==> src/rtl/pulse_train_pkg.sv <==
package pulse_train_pkg;
  typedef enum logic [1:0] {
    ST_IDLE = 2'd0,
    ST_WAIT = 2'd1,
    ST_RUN  = 2'd2
  } pt_state_e;
endpackage

==> src/rtl/pt_gate_edge.sv <==
module pt_gate_edge (
  input  logic clk_i,
  input  logic rst_ni,
  input  logic gate_i,
  output logic rise_o
);
  logic gate_q;

  always_ff @(posedge clk_i or negedge rst_ni) begin
    if (!rst_ni) gate_q <= 1'b0;
    else         gate_q <= gate_i;
  end

  assign rise_o = gate_i & ~gate_q;
endmodule

==> src/rtl/pt_ctrl.sv <==
module pt_ctrl
  import pulse_train_pkg::*;
#(
  parameter int CNT_W = 32
) (
  input  logic             clk_i,
  input  logic             rst_ni,
  input  logic             arm_i,
  input  logic             gate_i,
  input  logic             rise_i,
  input  logic             src_en_i,
  input  logic             start_mode_i,
  input  logic [CNT_W-1:0] high_cnt_i,
  input  logic [CNT_W-1:0] low_cnt_i,
  output logic [CNT_W-1:0] m_o,
  output logic [CNT_W-1:0] n_o,
  output logic             run_o,
  output logic             adv_o,
  output logic             running_o
);
  localparam logic [CNT_W-1:0] ONE = CNT_W'(1);

  pt_state_e        state_q, state_d;
  logic [CNT_W-1:0] m_q, n_q;
  logic             trig_mode_q;
  logic             capture;

  assign capture = (state_q == ST_IDLE) && arm_i;

  always_comb begin
    state_d = state_q;
    if (!arm_i) begin
      state_d = ST_IDLE;
    end else begin
      unique case (state_q)
        ST_IDLE: state_d = start_mode_i ? ST_WAIT : ST_RUN;
        ST_WAIT: if (rise_i) state_d = ST_RUN;
        default: state_d = ST_RUN;
      endcase
    end
  end

  always_ff @(posedge clk_i or negedge rst_ni) begin
    if (!rst_ni) begin
      state_q     <= ST_IDLE;
      m_q         <= ONE;
      n_q         <= ONE;
      trig_mode_q <= 1'b0;
    end else begin
      state_q <= state_d;
      if (capture) begin
        m_q         <= (high_cnt_i == '0) ? ONE : high_cnt_i;  // R8 clamp
        n_q         <= (low_cnt_i == '0) ? ONE : low_cnt_i;
        trig_mode_q <= start_mode_i;
      end
    end
  end

  assign run_o     = (state_q == ST_RUN) && arm_i;
  assign adv_o     = run_o && src_en_i && !(!trig_mode_q && gate_i);
  assign running_o = (state_q == ST_RUN);
  assign m_o       = m_q;
  assign n_o       = n_q;

  p_width_stable_r7: assert property (@(posedge clk_i) disable iff (!rst_ni)
    (state_q != ST_IDLE) |=> (state_q == ST_IDLE) || ($stable(m_q) && $stable(n_q) && $stable(trig_mode_q)));

  p_wait_needs_edge_r4: assert property (@(posedge clk_i) disable iff (!rst_ni)
    (state_q == ST_WAIT && arm_i && !rise_i) |=> (state_q == ST_WAIT));

  p_width_nonzero_r8: assert property (@(posedge clk_i) disable iff (!rst_ni)
    (m_q != '0) && (n_q != '0));

  p_disarm_idle_r9: assert property (@(posedge clk_i) disable iff (!rst_ni)
    !arm_i |=> (state_q == ST_IDLE));
endmodule

==> src/rtl/pt_phase.sv <==
module pt_phase #(
  parameter int CNT_W = 32
) (
  input  logic             clk_i,
  input  logic             rst_ni,
  input  logic             run_i,
  input  logic             adv_i,
  input  logic [CNT_W-1:0] m_i,
  input  logic [CNT_W-1:0] n_i,
  output logic             pulse_o
);
  logic [CNT_W-1:0] cnt_q;
  logic             high_q;
  logic [CNT_W-1:0] limit;
  logic             last;

  assign limit = high_q ? m_i : n_i;
  assign last  = (cnt_q == limit - CNT_W'(1));

  always_ff @(posedge clk_i or negedge rst_ni) begin
    if (!rst_ni) begin
      cnt_q  <= '0;
      high_q <= 1'b0;
    end else if (!run_i) begin
      cnt_q  <= '0;
      high_q <= 1'b0;
    end else if (adv_i) begin
      if (last) begin
        cnt_q  <= '0;
        high_q <= ~high_q;
      end else begin
        cnt_q <= cnt_q + CNT_W'(1);
      end
    end
  end

  assign pulse_o = high_q;

  p_hold_on_pause_r6: assert property (@(posedge clk_i) disable iff (!rst_ni)
    (run_i && !adv_i) |=> !run_i || ($stable(high_q) && $stable(cnt_q)));

  p_idle_low_r9: assert property (@(posedge clk_i) disable iff (!rst_ni)
    !run_i |=> !high_q && (cnt_q == '0));

  p_cnt_bound_r3: assert property (@(posedge clk_i) disable iff (!rst_ni)
    cnt_q < limit);
endmodule

==> src/rtl/pulse_train_gen.sv <==
module pulse_train_gen #(
  parameter int CNT_W = 32
) (
  input  logic             clk_i,
  input  logic             rst_ni,
  input  logic             src_en_i,
  input  logic             arm_i,
  input  logic             gate_i,
  input  logic             start_mode_i,
  input  logic [CNT_W-1:0] high_cnt_i,
  input  logic [CNT_W-1:0] low_cnt_i,
  output logic             pulse_o,
  output logic             running_o
);
  logic             rise;
  logic             run;
  logic             adv;
  logic [CNT_W-1:0] m_w, n_w;

  pt_gate_edge u_edge (
    .clk_i  (clk_i),
    .rst_ni (rst_ni),
    .gate_i (gate_i),
    .rise_o (rise)
  );

  pt_ctrl #(.CNT_W(CNT_W)) u_ctrl (
    .clk_i        (clk_i),
    .rst_ni       (rst_ni),
    .arm_i        (arm_i),
    .gate_i       (gate_i),
    .rise_i       (rise),
    .src_en_i     (src_en_i),
    .start_mode_i (start_mode_i),
    .high_cnt_i   (high_cnt_i),
    .low_cnt_i    (low_cnt_i),
    .m_o          (m_w),
    .n_o          (n_w),
    .run_o        (run),
    .adv_o        (adv),
    .running_o    (running_o)
  );

  pt_phase #(.CNT_W(CNT_W)) u_phase (
    .clk_i   (clk_i),
    .rst_ni  (rst_ni),
    .run_i   (run),
    .adv_i   (adv),
    .m_i     (m_w),
    .n_i     (n_w),
    .pulse_o (pulse_o)
  );

  p_reset_quiet_r1: assert property (@(posedge clk_i) disable iff (!rst_ni)
    !running_o |-> !pulse_o);

  p_start_edge_r2: assert property (@(posedge clk_i) disable iff (!rst_ni)
    $rose(running_o) |-> !pulse_o);
endmodule

==> config.mk <==
export PLATFORM = sky130hd
export DESIGN_NAME = pulse_train_gen
export DESIGN_NICKNAME = d
export VERILOG_FILES = /design/src/rtl/pulse_train_pkg.sv /design/src/rtl/pt_gate_edge.sv /design/src/rtl/pt_ctrl.sv /design/src/rtl/pt_phase.sv /design/src/rtl/pulse_train_gen.sv
export SDC_FILE = /design/constraint.sdc
export NUM_CORES = 1
export LEC_CHECK = 0
export BUFFER_PORTS_ARGS = -buffer_cell sky130_fd_sc_hd__buf_4
export CAP_MARGIN = 20
export CORE_MARGIN = 2
export CORE_UTILIZATION = 48
export DETAILED_ROUTE_END_ITERATION = 16
export MAX_ROUTING_LAYER = met4
export PLACE_DENSITY = 0.74
export SKIP_LAST_GASP = 1
export SYNTH_ARGS = -nofsm -noshare
export SYNTH_HDL_FRONTEND = slang
export SYNTH_HIERARCHICAL = 1
export SYNTH_SLANG_ARGS = --single-unit
export TNS_END_PERCENT = 10
==> constraint.sdc <==
create_clock -name clk_i -period 5.05 [get_ports clk_i]
set_input_delay 0.2525 -clock clk_i [delete_from_list [all_inputs] [get_ports clk_i]]
set_output_delay 0.2525 -clock clk_i [all_outputs]
set_load 0.005 [all_outputs]
==> out/metrics.yaml, run 1 <==
drt:
  drt_iter0_markers: 344
  avgViaCountPerCell: 5.909
  ant_nets: 0
  remaining_drc_errors: 0
  route.detailed.wl_per_inst_um: 19.64
  dr.pass1.iters: 5
  postRouteWirelength_um: 16770
  vias: 5046
yosys:
  synthXorXnorAreaFrac_pct: 9.463
  synth_seq_cells: 101
  dominant_combinational_cell_family_by_area_after_synthesis: "simple AND/OR/NAND/NOR gates"
  ys_top_cells_by_area: "dfrtp_1, mux2_2, mux2_4"
  netlist_area_pre_place_mm2: 0.006571
  synth-simple-area-share_pct: 21.34
  synth_seq_area_share_pct: 38.50
  synth_compound_area_share_pct: 9.025
  post_synth_num_cell_types: 81
  postSynthCellCount: 609
  synth_area_leader_cell: "dfrtp_1"
  yosysWarningCount: 6
  yosys.cell_count.top_type: "dfrtp_1"
  synth-adder-area-share_pct: 0.3808
  synthesis.area_per_instance_um2: 10.79
  synth_fp_nets: 681
  synth_top_area_share_pct: 37.70
  synth-main-ff-cell: "dfrtp_1"
  synth_top_cells_by_count: "dfrtp_1, xnor2_1, mux2_2"
  post_synth_mux_area_share_pct: 17.48
  synth_edf_count: 0
  synth-async-reset-ratio_pct: 100.0
cts:
  numCtsBuffers: 9
  postCtsSetupRepairBufs: 0
  clk_pin_slew_worst_paths_ns: 0.07
  cts_root_buffer: "clkbuf_16"
  insertion_delay_of_the_later_clocked_pin_in_the_worst_skew_pair_ns: 0.36
  tritoncts_clock_tree: "built"
  cts_htree_levels: 3
  ctsLongestPathBuffers: 2
  clkSinkCount: 101
worst_setup_path:
  end_kind: "register"
  critical_path.startpoint_type: "register"
  worstPathRequired_ns: 5.28
  arrival_ns: 4.51
  critical_path_peak_fanout: 30
  critPathKind: "register to register"
sta:
  final-setup-viol-count: 0
  finalMaxSlewViolations: 0
  worst_slew_pin_slew_ns: 1.043
  fmax_mhz: 233.5
  timing.final.crit_period_ns: 4.282
  final_hold_viol_count: 0
  timing.clock.skew_ns: 0.008300
  setup-tns-final_ns: 0
  period_share_pct: 84.79
  timing.slew.headroom_pct: 30.27
  setup_repair_after_global_routing_missed_its_margin: "false"
layout:
  layout.filler_cells: 1126
  drive_gt1_share_pct: 30.68
  design_area_mm2: 0.007457
  diodes: 0
  fin_util_pct: 56.09
  layout.nets: 745
  areaGrowthSynthToFinish_pct: 13.48
die:
  die_height_um: 121.0
  number_of_top_level_design_ports: 72
  placeableCoreArea_mm2: 0.01330
  design.die.area_mm2: 0.01464
  effective_utilization_at_floorplan_pct: 49.43
  fp-row-count: 42
  die_width_um: 121.0
placed_design:
  placed_cell_area_mm2: 0.007152
  io_buffers: 71
  gpl.final_weighted_congestion: 0.8809
  dp_hpwl_um: 13080
power_and_ir_drop:
  worst_ir_drop_vdd_v: 0.0002911
  cellPowerDensity_mw_per_mm2: 309.7
  power_uw: 2309
  leakage_component_of_the_power_uw: 0.002862
global_route:
  groute.usage.overall_pct: 25.03
  gr-total-overflow: 0
  wire_length_of_the_first_global_routing_pass_um: 27300
  grt_antenna_before_repair: 0
  grt_pass1_vias: 5001
  largest_net_degree_at_the_start_of_global_routing: 76
hold_path:
  min-delay-path-class: "primary input to register"
outcome:
  outcome: "completed"
job:
  cap_violations: 0
## flip-flops by register name (all words and copies together) (netlist names)
name,cells
u_ctrl/n_o,32
u_edge/gate_q,1
u_ctrl/state_q,2
u_ctrl/trig_mode_q,1
u_phase/cnt_q,32
u_phase/pulse_o,1
u_ctrl/m_o,32
## stage by stage
stage          hold slack, ns  worst slack [ns]  std cells
6_report              0.02110            0.7679        854
5_1_grt              0.008111            0.5418        854
4_1_cts               0.01077            0.7659        854
3_5_place_dp           0.3408            0.7765        837
3_3_place_gp           0.3266            0.8966        837
2_1_floorplan        -0.04309            0.4437        609
## cells by family after synthesis
| family | Yosys count |
|---|---|
| AOI/OAI and AO/OA | 74 |
| xor gates and xnor gates | 71 |
| adders and majority gates | 2 |
| buffers and inverters | 32 |
| DFF | 101 |
| muxes | 97 |
| and+or+nand+nor | 232 |
## cells in the final DEF (no fill, tap or decap), types with 6 or more instances in the layout
| cell | netlist | layout |
|---|---|---|
| dfrtp_1 | 99 | 98 |
| buf_4 | 6 | 74 |
| xnor2_1 | 39 | 39 |
| mux2_2 | 38 | 38 |
| nand2_1 | 36 | 36 |
| mux2i_1 | 33 | 33 |
| xor2_1 | 32 | 32 |
| nor2_2 | 30 | 30 |
| mux2_4 | 26 | 26 |
| nor2_1 | 24 | 24 |
| nor3_1 | 23 | 23 |
| nor4_1 | 21 | 21 |
| nand4_1 | 13 | 13 |
| or3_1 | 11 | 11 |
| nand3_1 | 10 | 10 |
| clkbuf_16 | 0 | 9 |
| and3_1 | 9 | 9 |
| inv_1 | 9 | 9 |
| a21oi_1 | 8 | 8 |
| nor3b_1 | 7 | 7 |
| or4_1 | 6 | 6 |
## power breakdown
part | internal (uW) | total (uW) | switching (uW)
clock network | 356 | 676 | 320
logic | 294 | 578 | 284
registers | 920 | 1060 | 136
total | 1570 | 2310 | 740
## cell type report
type	count	area (um^2)	area share, %
Inverter	9	33.78	0.4530
Sequential cell	101	2531	33.94
Clock inverter	6	56.30	0.7550
Clock buffer	10	239.0	3.205
Timing Repair Buffer	76	585.6	7.852
Tap cell	176	220.2	2.953
Multi-Input combinational cell	476	3791	50.84
## path summary, 6_finish.rpt
| kind | cells past startpoint | endpoint | slack [ns] | startpoint |
|---|---|---|---|---|
| max | 11 | u_phase/cnt_q[8] | 0.77 | u_phase/pulse_o |
| min | 1 | u_edge/gate_q | 0.02 | gate_i |
| max reg2reg | 11 | u_phase/cnt_q[8] | 0.77 | u_phase/pulse_o |
| min reg2reg | 1 | u_ctrl/trig_mode_q | 0.51 | u_ctrl/trig_mode_q |
| max in group asynchronous | 3 | u_ctrl/n_o[21] | 3.49 | rst_ni |
| min in group asynchronous | 2 | u_ctrl/m_o[3] | 0.48 | rst_ni |
## critical path, cell delays in order (launching register included)
cell and delay [ns]:
dfrtp_2 0.49, mux2i_1 0.31, ha_1 0.25, or4b_1 0.50, o22a_1 0.26, nor3_4 0.33, o211ai_1 0.14, or4b_1 0.48
or4b_4 0.56, o41ai_4 0.28, buf_4 0.46, nor2_2 0.08
## what timing repair did
| item | CTS | global route |
|---|---|---|
| hold buffers | 1 | 0 |
| hold endpoints to repair | 50 | 0 |
| resized for setup | 0 | 0 |
## routing by layer
metal  up-vias  track usage (%)  part of all wire [%]
met5         -                -                     0
met4         0            9.593                   3.2
met3        35            4.276                   3.9
met2       133            40.87                    50
met1      2491            31.18                    43
li1       2387                -                     -
Note: power is estimated with default switching activity, not from simulation.
==> run 2, diff against run 1 <==
Clock period 5.05 ns to 4.3 ns, I/O delays scaled along.
==> out/metrics.yaml, run 2 (synthesized netlist as in run 1, its figures left out) <==
cts:
  ctsLongestPathBuffers: 2
  cts_root_buffer: "clkbuf_16"
  insertion_delay_of_the_later_clocked_pin_in_the_worst_skew_pair_ns: 0.36
  clkSinkCount: 101
  clk_pin_slew_worst_paths_ns: 0.08
  cts-resized-gates: 0
  tritoncts_clock_tree: "built"
  numCtsBuffers: 9
  cts_htree_levels: 3
  postCtsSetupRepairBufs: 0
  holdBufCountCts: 2
worst_setup_path:
  crit_slowest_cell: "or4b_4"
  arrival_ns: 4.25
  critical_path.startpoint_type: "register"
  worst-r2r-setup-slack_ns: 0.28
  critical_path_buf_inv_count: 1
  end_kind: "register"
  critical_path_peak_fanout: 30
  max_stage_delay_ns: 0.56
  critPathKind: "register to register"
  critical-path-top-delay-family: "simple AND/OR/NAND/NOR gates"
  cp_cell_sequence: "mux2i_1 -> ha_1 -> or4bb_4 -> o22ai_2 -> and4_1 -> nand2b_1 -> or4b_1 -> or4b_4 -> o41ai_4 -> buf_12 -> nor2_2"
  worstPathRequired_ns: 4.54
drt:
  ant_nets: 0
  drt_iter0_markers: 265
  vias: 5029
  avgViaCountPerCell: 5.854
  remaining_drc_errors: 0
  postRouteWirelength_um: 16430
  route.detailed.wl_per_inst_um: 19.13
  dr.pass1.iters: 6
power_and_ir_drop:
  power.switching_fraction_pct: 31.73
  leakage_component_of_the_power_uw: 0.002903
  cellPowerDensity_mw_per_mm2: 368.1
  worst_ir_drop_vdd_v: 0.0002736
  internal-power_uw: 1896
  total_switching_power_uw: 880.8
  share_clk_of_total_power_pct: 30.9
  share_of_total_power_in_sequential_cells_pct: 44.6
  comb_power_share_pct: 24.5
layout:
  fin_util_pct: 56.73
  diodes: 0
  drive_gt1_share_pct: 31.48
  areaGrowthSynthToFinish_pct: 14.78
  design_area_mm2: 0.007542
  mostFrequentLayoutCells: "dfrtp_1, buf_4, xnor2_1, mux2_2, nand2_1"
  most_common_cell_after_layout_fill_and_taps_aside: "dfrtp_1"
  layout.nets: 750
global_route:
  wire_length_of_the_first_global_routing_pass_um: 27090
  grt_pass1_vias: 5118
  gr-total-overflow: 0
  grt_antenna_before_repair: 0
  groute.usage.overall_pct: 24.69
  largest_net_degree_at_the_start_of_global_routing: 64
sta:
  timing.clock.skew_ns: 0.01458
  timing.final.crit_period_ns: 4.015
  worst_slew_pin_slew_ns: 0.9538
  setup_repair_after_global_routing_missed_its_margin: "false"
  final_hold_viol_count: 0
  fmax_mhz: 249.0
  final-setup-viol-count: 0
  timing.slew.headroom_pct: 36.27
  period_share_pct: 93.38
  setup-tns-final_ns: 0
  finalMaxSlewViolations: 0
die:
  die_height_um: 121.0
  fp-row-count: 42
  die_width_um: 121.0
  number_of_top_level_design_ports: 72
  placeableCoreArea_mm2: 0.01330
  effective_utilization_at_floorplan_pct: 49.43
  design.die.area_mm2: 0.01464
outcome:
  outcome: "completed"
placed_design:
  io_buffers: 71
  dp_hpwl_um: 12910
  placed_cell_area_mm2: 0.007208
  gpl.final_weighted_congestion: 0.9636
job:
  cap_violations: 0
hold_path:
  min-delay-path-class: "primary input to register"
-- run 2: stage by stage --
step | power, uW | hold WS (ns) | setup WS, ns | cells
after global placement | 1906 | 0.2571 | 0.4466 | 841
after CTS | 2792 | 0.08222 | 0.3114 | 859
final | 2776 | 0.09590 | 0.2846 | 859
after detailed placement | 1928 | 0.2771 | 0.3298 | 841
after floorplan | 1693 | -0.08059 | 0.02253 | 609
after global routing | 2917 | 0.08429 | 0.02865 | 859
-- run 2: worst paths after layout --
| kind | start | endpoint | cells after the start |
|---|---|---|---|
| min in group asynchronous | rst_ni | u_ctrl/m_o[24] | 2 |
| worst min-delay path | high_cnt_i[27] | u_ctrl/m_o[27] | 2 |
| max in group asynchronous | rst_ni | u_phase/pulse_o | 3 |
| worst max-delay path | u_phase/pulse_o | u_phase/cnt_q[28] | 11 |
| worst max register to register | u_phase/pulse_o | u_phase/cnt_q[28] | 11 |
| worst min register to register | u_ctrl/trig_mode_q | u_ctrl/trig_mode_q | 1 |
-- run 2: area by class of cell --
class / instances / area, um^2
tap: 176 / 220.2
fill: 1096 / 5753
multi-input combinational: 476 / 3805
clock buffer: 9 / 225.2
inverter: 9 / 33.78
timing repair buffer: 81 / 638.1
sequential: 101 / 2531
clock inverter: 7 / 88.84
-- run 2: power by group through the flow --
| stage | Sequential (uW) | Combinational [uW] | Clock (uW) |
|---|---|---|---|
| floorplan | 1190 | 506 | 0 |
| global route | 1260 | 740 | 917 |
| finish | 1240 | 679 | 859 |
| global placement | 1250 | 655 | 0 |
| detailed placement | 1260 | 672 | 0 |
| CTS | 1240 | 677 | 877 |
-- run 2: routing by layer --
| layer | GRT usage, % | vias to the layer above | part of all wire [%] |
|---|---|---|---|
| li1 | - | 2406 | - |
| met1 | 29.88 | 2459 | 42 |
| met2 | 40.91 | 127 | 50 |
| met3 | 4.934 | 37 | 4.4 |
| met4 | 9.230 | 0 | 3.3 |
| met5 | - | - | 0 |
